**src/rtl/magcmp_pkg.sv**
```systemverilog
package magcmp_pkg;

  typedef struct packed {
    logic gt;
    logic eq;
    logic lt;
  } rel_t;

  localparam rel_t REL_TIE = '{gt: 1'b0, eq: 1'b1, lt: 1'b0};

endpackage

```
**src/rtl/magcmp_bit_terms.sv**
```systemverilog
module magcmp_bit_terms #(
  parameter int W = 4
) (
  input  logic [W-1:0] a,
  input  logic [W-1:0] b,
  output logic [W-1:0] g,
  output logic [W-1:0] l,
  output logic [W-1:0] e
);

  for (genvar i = 0; i < W; i++) begin : g_bit
    assign g[i] = a[i] & ~b[i];
    assign l[i] = ~a[i] & b[i];
    assign e[i] = ~(g[i] | l[i]);
  end

endmodule

```
**src/rtl/magcmp_slice.sv**
```systemverilog
module magcmp_slice
  import magcmp_pkg::*;
#(
  parameter int W = 4
) (
  input  logic [W-1:0] a,
  input  logic [W-1:0] b,
  input  rel_t         casc_in,
  output rel_t         rel_out
);

  logic [W-1:0] g_bits;
  logic [W-1:0] l_bits;
  logic [W-1:0] e_bits;
  logic         gt_loc;
  logic         lt_loc;
  logic         all_eq;

  magcmp_bit_terms #(.W(W)) u_terms (
    .a(a),
    .b(b),
    .g(g_bits),
    .l(l_bits),
    .e(e_bits)
  );

  // Walk from the top bit down; a term counts only while every bit above matched.
  always_comb begin
    logic above_eq;
    above_eq = 1'b1;
    gt_loc   = 1'b0;
    lt_loc   = 1'b0;
    for (int i = W - 1; i >= 0; i--) begin
      gt_loc   = gt_loc | (above_eq & g_bits[i]);
      lt_loc   = lt_loc | (above_eq & l_bits[i]);
      above_eq = above_eq & e_bits[i];
    end
    all_eq = above_eq;
  end

  assign rel_out.gt = gt_loc | (all_eq & casc_in.gt);
  assign rel_out.eq = all_eq & casc_in.eq;
  assign rel_out.lt = lt_loc | (all_eq & casc_in.lt);

endmodule

```
**src/rtl/magcmp_chain.sv**
```systemverilog
module magcmp_chain
  import magcmp_pkg::*;
#(
  parameter int SLICE_W = 4,
  parameter int SLICES  = 2
) (
  input  logic [SLICE_W*SLICES-1:0] x,
  input  logic [SLICE_W*SLICES-1:0] y,
  input  rel_t                      casc_in,
  output rel_t                      rel_out
);

  rel_t link [SLICES+1];

  assign link[0] = casc_in;

  for (genvar k = 0; k < SLICES; k++) begin : g_slice
    magcmp_slice #(.W(SLICE_W)) u_slice (
      .a      (x[k*SLICE_W +: SLICE_W]),
      .b      (y[k*SLICE_W +: SLICE_W]),
      .casc_in(link[k]),
      .rel_out(link[k+1])
    );
  end

  assign rel_out = link[SLICES];

endmodule

```
**src/rtl/magcmp_cascade.sv**
```systemverilog
module magcmp_cascade
  import magcmp_pkg::*;
#(
  parameter int SLICE_W = 4,
  parameter int SLICES  = 2,
  localparam int TOTAL_W = SLICE_W * SLICES
) (
  input  logic               clk,
  input  logic               rst,
  input  logic [TOTAL_W-1:0] x_in,
  input  logic [TOTAL_W-1:0] y_in,
  input  logic               casc_gt_in,
  input  logic               casc_eq_in,
  input  logic               casc_lt_in,
  output logic               gt_out,
  output logic               eq_out,
  output logic               lt_out
);

  rel_t casc_w;
  rel_t rel_w;
  rel_t rel_q;

  assign casc_w = '{gt: casc_gt_in, eq: casc_eq_in, lt: casc_lt_in};

  magcmp_chain #(.SLICE_W(SLICE_W), .SLICES(SLICES)) u_chain (
    .x      (x_in),
    .y      (y_in),
    .casc_in(casc_w),
    .rel_out(rel_w)
  );

  always_ff @(posedge clk) begin
    if (rst) rel_q <= REL_TIE;
    else     rel_q <= rel_w;
  end

  assign gt_out = rel_q.gt;
  assign eq_out = rel_q.eq;
  assign lt_out = rel_q.lt;


  greater_wins_chk: assert property (@(posedge clk) disable iff (rst)
    (x_in > y_in) |=> (gt_out && !eq_out && !lt_out));


  less_wins_chk: assert property (@(posedge clk) disable iff (rst)
    (x_in < y_in) |=> (!gt_out && !eq_out && lt_out));


  match_pass_chk: assert property (@(posedge clk) disable iff (rst)
    (x_in == y_in) |=> (gt_out == $past(casc_gt_in) &&
                        eq_out == $past(casc_eq_in) &&
                        lt_out == $past(casc_lt_in)));


  one_flag_chk: assert property (@(posedge clk) disable iff (rst)
    $onehot({casc_gt_in, casc_eq_in, casc_lt_in}) |=> $onehot({gt_out, eq_out, lt_out}));

endmodule

```
**config.mk**
```make
export PLATFORM = sky130hd
export DESIGN_NAME = magcmp_cascade
export DESIGN_NICKNAME = d
export VERILOG_FILES = /design/src/rtl/magcmp_pkg.sv /design/src/rtl/magcmp_bit_terms.sv /design/src/rtl/magcmp_slice.sv /design/src/rtl/magcmp_chain.sv /design/src/rtl/magcmp_cascade.sv
export SDC_FILE = /design/constraint.sdc
export NUM_CORES = 1
export LEC_CHECK = 0
export ABC_AREA = 1
export BUFFER_PORTS_ARGS = -buffer_cell sky130_fd_sc_hd__buf_2
export CAP_MARGIN = 10
export CORE_MARGIN = 3
export CORE_UTILIZATION = 40
export CTS_CLUSTER_DIAMETER = 100
export DETAILED_ROUTE_END_ITERATION = 10
export PLACE_DENSITY = 0.72
export SYNTH_ARGS = -nofsm -noshare
export SYNTH_HDL_FRONTEND = slang
export SYNTH_SLANG_ARGS = --single-unit
export TNS_END_PERCENT = 30
```
**constraint.sdc**
```tcl
create_clock -name clk -period 0.9 [get_ports clk]
set_input_delay 0.045 -clock clk [delete_from_list [all_inputs] [get_ports clk]]
set_output_delay 0.045 -clock clk [all_outputs]
set_load 0.01 [all_outputs]
```
Word level (Yosys, flattened, before mapping)
Cells that the tools add are included.

word-level totals
  register bits after elaboration = 3
  input port bits = 21
  output and inout bits = 3
  word-level logic and storage cells = 91

cells by class
  bitwise logic cells = 88

operators with widths
  kind           count
  $and A1 B1 Y1  40
  $not A1 Y1     24
  $or A1 B1 Y1   24

Depth between registers and ports, before layout
  depth in word-level cells = 11
  depth in mapped cells = 8
  mapped depth without buffers = 8

Modules after synthesis
A second synthesis with hierarchy kept.

unflattened totals
  cell total of the unflattened synthesis = 86
  area total of the unflattened synthesis = 546.8 µm²

by module, submodules not included
  module            times used  cells an instance  area each (µm²)  seq. area each (µm²)
  magcmp_bit_terms  2           16                 130.1            0.0
  magcmp_slice      2           22                 100.1            0.0
  magcmp_cascade    1           10                 86.3             60.1

Worst setup path before layout
No wires, ideal clock.

  kind = input to register
  from = input x_in[7]
  to = register rel_q (netlist bit gt_out)
  arrival = 0.888 ns
  slack = -0.052 ns
  stages on the path = 8
  cell sequence = inv_1 > ha_1 > nand3_2 > nor2_4 > inv_2 > a21oi_2 > nor2_1 > nor2_1

on the way
  word-level cells in the longest chain between the ends = 9

ends and longest elaborated chain
  what                                                     line                                    text
  start: declaration                                       magcmp_cascade.sv:10                    input logic [TOTAL_W-1:0] x_in,
  $not A1 Y1                                               magcmp_bit_terms.sv:13                  assign l[i] = ~a[i] & b[i];
  $and A1 B1 Y1                                            magcmp_bit_terms.sv:13
  $or A1 B1 Y1                                             magcmp_bit_terms.sv:14                  assign e[i] = ~(g[i] | l[i]);
  $not A1 Y1                                               magcmp_bit_terms.sv:14
  $and A1 B1 Y1, on equally long branches                  magcmp_slice.sv:34, magcmp_slice.sv:36
  $or A1 B1 Y1, or another cell as far along (2 in a row)  magcmp_slice.sv:34                      gt_loc = gt_loc | (above_eq & g_bits[i]);
  $or A1 B1 Y1 / $and A1 B1 Y1 (equally long branches)     magcmp_slice.sv:34, magcmp_slice.sv:41
  $or A1 B1 Y1 (*)                                         magcmp_slice.sv:41                      assign rel_out.gt = gt_loc | (all_eq & casc_in.gt);
  end signal: assignment                                   magcmp_cascade.sv:35                    else rel_q <= rel_w;
  end: declaration                                         magcmp_cascade.sv:22                    rel_t rel_q;

Every way passes the cells marked *; elsewhere a longest branch is shown, timed or not.
A chain may end at the register's enable or synchronous reset.

Worst setup path after layout
Same ends and word-level chain as after synthesis.

==> impl_metrics.yaml <==
hold_path:
  whs_path_depth: 2
  min-delay-start: "casc_eq_in"
  worstHoldPathType: "in -> reg"
  min_to: "eq_out"
worst_setup_path:
  critPathTopFamily: "simple AND/OR/NAND/NOR gates"
  path_class: "in -> reg"
  worstSetupStartpointType: "input port"
  worstPathMaxFanout: 5
  path_buf_inv: 2
  critical_path_arrival_ns: 0.98
  crit_chain: "buf_2 -> inv_1 -> ha_4 -> a21oi_1 -> nand2_1 -> nor2_1 -> nand2_1 -> nor2_1 -> nor2_1"
  required_ns: 1.03
  crit_top_cell: "nor2_1"
  max_stage_delay_ns: 0.22
  cp-end-kind: "flip-flop"
  crit_path_top_delay_cell: "ha_4"
finish:
  drive_gt1_share_pct: 41.4
  nFillCells: 97
  multiInputGateArea_um2: 464
  regArea_um2: 60.1
  fin_nets: 154
  diodes: 0
  syn_to_final_growth_pct: 55.1
  fin_area_um2: 848
synthesis:
  yosysSeqAreaShare_pct: 11.0
  synth_cells: 82
  avgSynthCellArea_um2: 6.67
  synth.top_cells.by_area: "ha_1, inv_1, dfxtp_1"
  synthDistinctLibCells: 13
  ys_warn_count: 0
  synth_seq_cells: 3
  yosysTopAreaCell: "ha_1"
  synth_nets: 119
  synth.cell_area_um2: 547
  yosysTopAreaCellShare_pct: 36.6
die:
  die_x_um: 43.0
  die_area_um2: 1850
  fp.coreArea_um2: 1190
  ios: 24
  die_h_um: 43.0
  rows: 12
  initial_utilization_pct: 46.1
power_and_ir_drop:
  leakage_nw: 0.485
  vdd_ir_drop_max_mv: 0.455
  power_density_nw_per_um2: 865
outcome:
  outcome: "finished clean"
drt:
  firstDrtPassIters: 4
  viasPerCell: 4.30
  detail-route-antenna-nets: 0
  wire_per_inst_um: 9.25
  dr_total_vias: 559
  wirelength_um: 1200
  remaining_drc_errors: 0
  wl_met2_um: 577
  drt_iter0_drc: 5
  met1Wirelength_um: 521
  dr.max_layer_used: "met4"
  wl_met3_um: 97
global_routing:
  grt_max_degree: 6
  grt_pass1_vias: 517
  antenna_found_initial: 0
  grt_pass1_wl_um: 2010
  grt_usage_pct: 14.2
  overflow: 0
cts:
  cts_max_path_buffers: 2
  ctsRootBufferMaster: "clkbuf_4"
  clk_pin_slew_ns: 0.04
  cts_buffers: 3
  cts_tree: "built"
  cts.htree.levels: 1
  cts_sinks: 3
  post-cts-setup-buffer-count: 0
timing:
  tns_ns: 0
  setup_viol: 0
  worst_slack_ns: 0.0558
  post-route-period-util_pct: 93.8
  layout_min_cycle_time_ns: 0.844
  fmax_mhz: 1180
  tightestPinTransition_ns: 0.125
  hold_violations: 0
  slew_violations: 0
  slew_headroom_pct: 91.7
placed_design:
  gp_congestion: 0.761
  pre_cts_slack_ns: -0.236
  port_buffers: 23
  placed_area_um2: 774
  detailed_place_hpwl_um: 1010
flow_run:
  maxCapViolations: 0
==> registers in the layout, indices dropped and copies added (netlist names) <==
signal / cells
lt_out: 1
gt_out: 1
eq_out: 1
==> cell usage in the layout, fill, tap and decap left out <==
master         count
nand3_4            1
inv_2              2
ha_4               5
nor2_1            12
a21oi_2            2
nand2_1           10
nor2_4             2
inv_1             23
nor2_2             1
clkbuf_1           1
clkbuf_4           3
nand2_2            1
buf_4              6
dlygate4sd3_1      1
ha_1              11
a31o_1             1
dfxtp_1            3
buf_2             23
nand3_1            4
inv_12             1
a21oi_1            2
nand3_2            1
==> worst max path at each step <==
stage	depth (start not counted)	startpoint	slack [ns]	endpoint
finish	9	x_in[7]	0.06	gt_out
global route	9	x_in[7]	-0.02	gt_out
CTS	9	x_in[2]	0.01	lt_out
detailed placement	9	x_in[2]	-0.24	lt_out
global placement	9	x_in[2]	-0.18	gt_out
floorplan	8	x_in[7]	-0.003	lt_out
==> cell usage after synthesis <==
library cell	count
nor2_4	1
a21oi_2	2
nand3_2	1
nand2_1	11
inv_2	2
a21oi_1	2
inv_1	23
dfxtp_1	3
ha_1	16
a31o_1	1
inv_12	1
nor2_1	14
nand3_1	5
==> metrics by stage <==
step           instances  hold WS, ns  power, mW  utilization (%)
2_1_floorplan         82        0.117      0.341                -
3_3_place_gp         125        0.242      0.447             65.3
3_5_place_dp         125        0.241      0.459             65.3
4_1_cts              130       0.0292      0.719             68.4
5_1_grt              130       0.0422      0.799             71.5
6_report             130       0.0345      0.733             71.5
==> cell families (layout without fill, tap and decap cells) <==
kind of cell             count (synthesis)  count (layout)  share of synthesized area (%)
AND/OR/NAND/NOR                         32              32                           25.6
buffers and inverters                   26              60                           20.1
adder cells (fa/ha/maj)                 16              16                           36.6
AO/OA/AOI/OAI                            5               5                           6.64
flip-flops                               3               3                           11.0
==> cell type report <==
type / count / share of cell area (%)
inverter: 26 / 13.0
clock buffer: 4 / 3.10
timing repair buffer: 30 / 20.1
tap: 14 / 2.06
multi-input combinational: 53 / 54.7
sequential: 3 / 7.08
==> metal layers <==
metal	track usage, %	vias up
met4	5.42	0
met5	0	-
met2	22.2	17
met3	5.08	2
li1	-	308
met1	17.7	232
==> report_power, final <==
part | internal (mW) | switching, mW
combinational | 0.166 | 0.173
sequential | 0.144 | 0.00210
clock | 0.167 | 0.0814
==> repair_timing <==
item	in CTS	in global routing
hold endpoints to repair	2	0
gates resized for setup	0	6
setup endpoints to repair	0	2
hold buffers	1	0
Note: power is estimated with default switching activity, not from simulation.
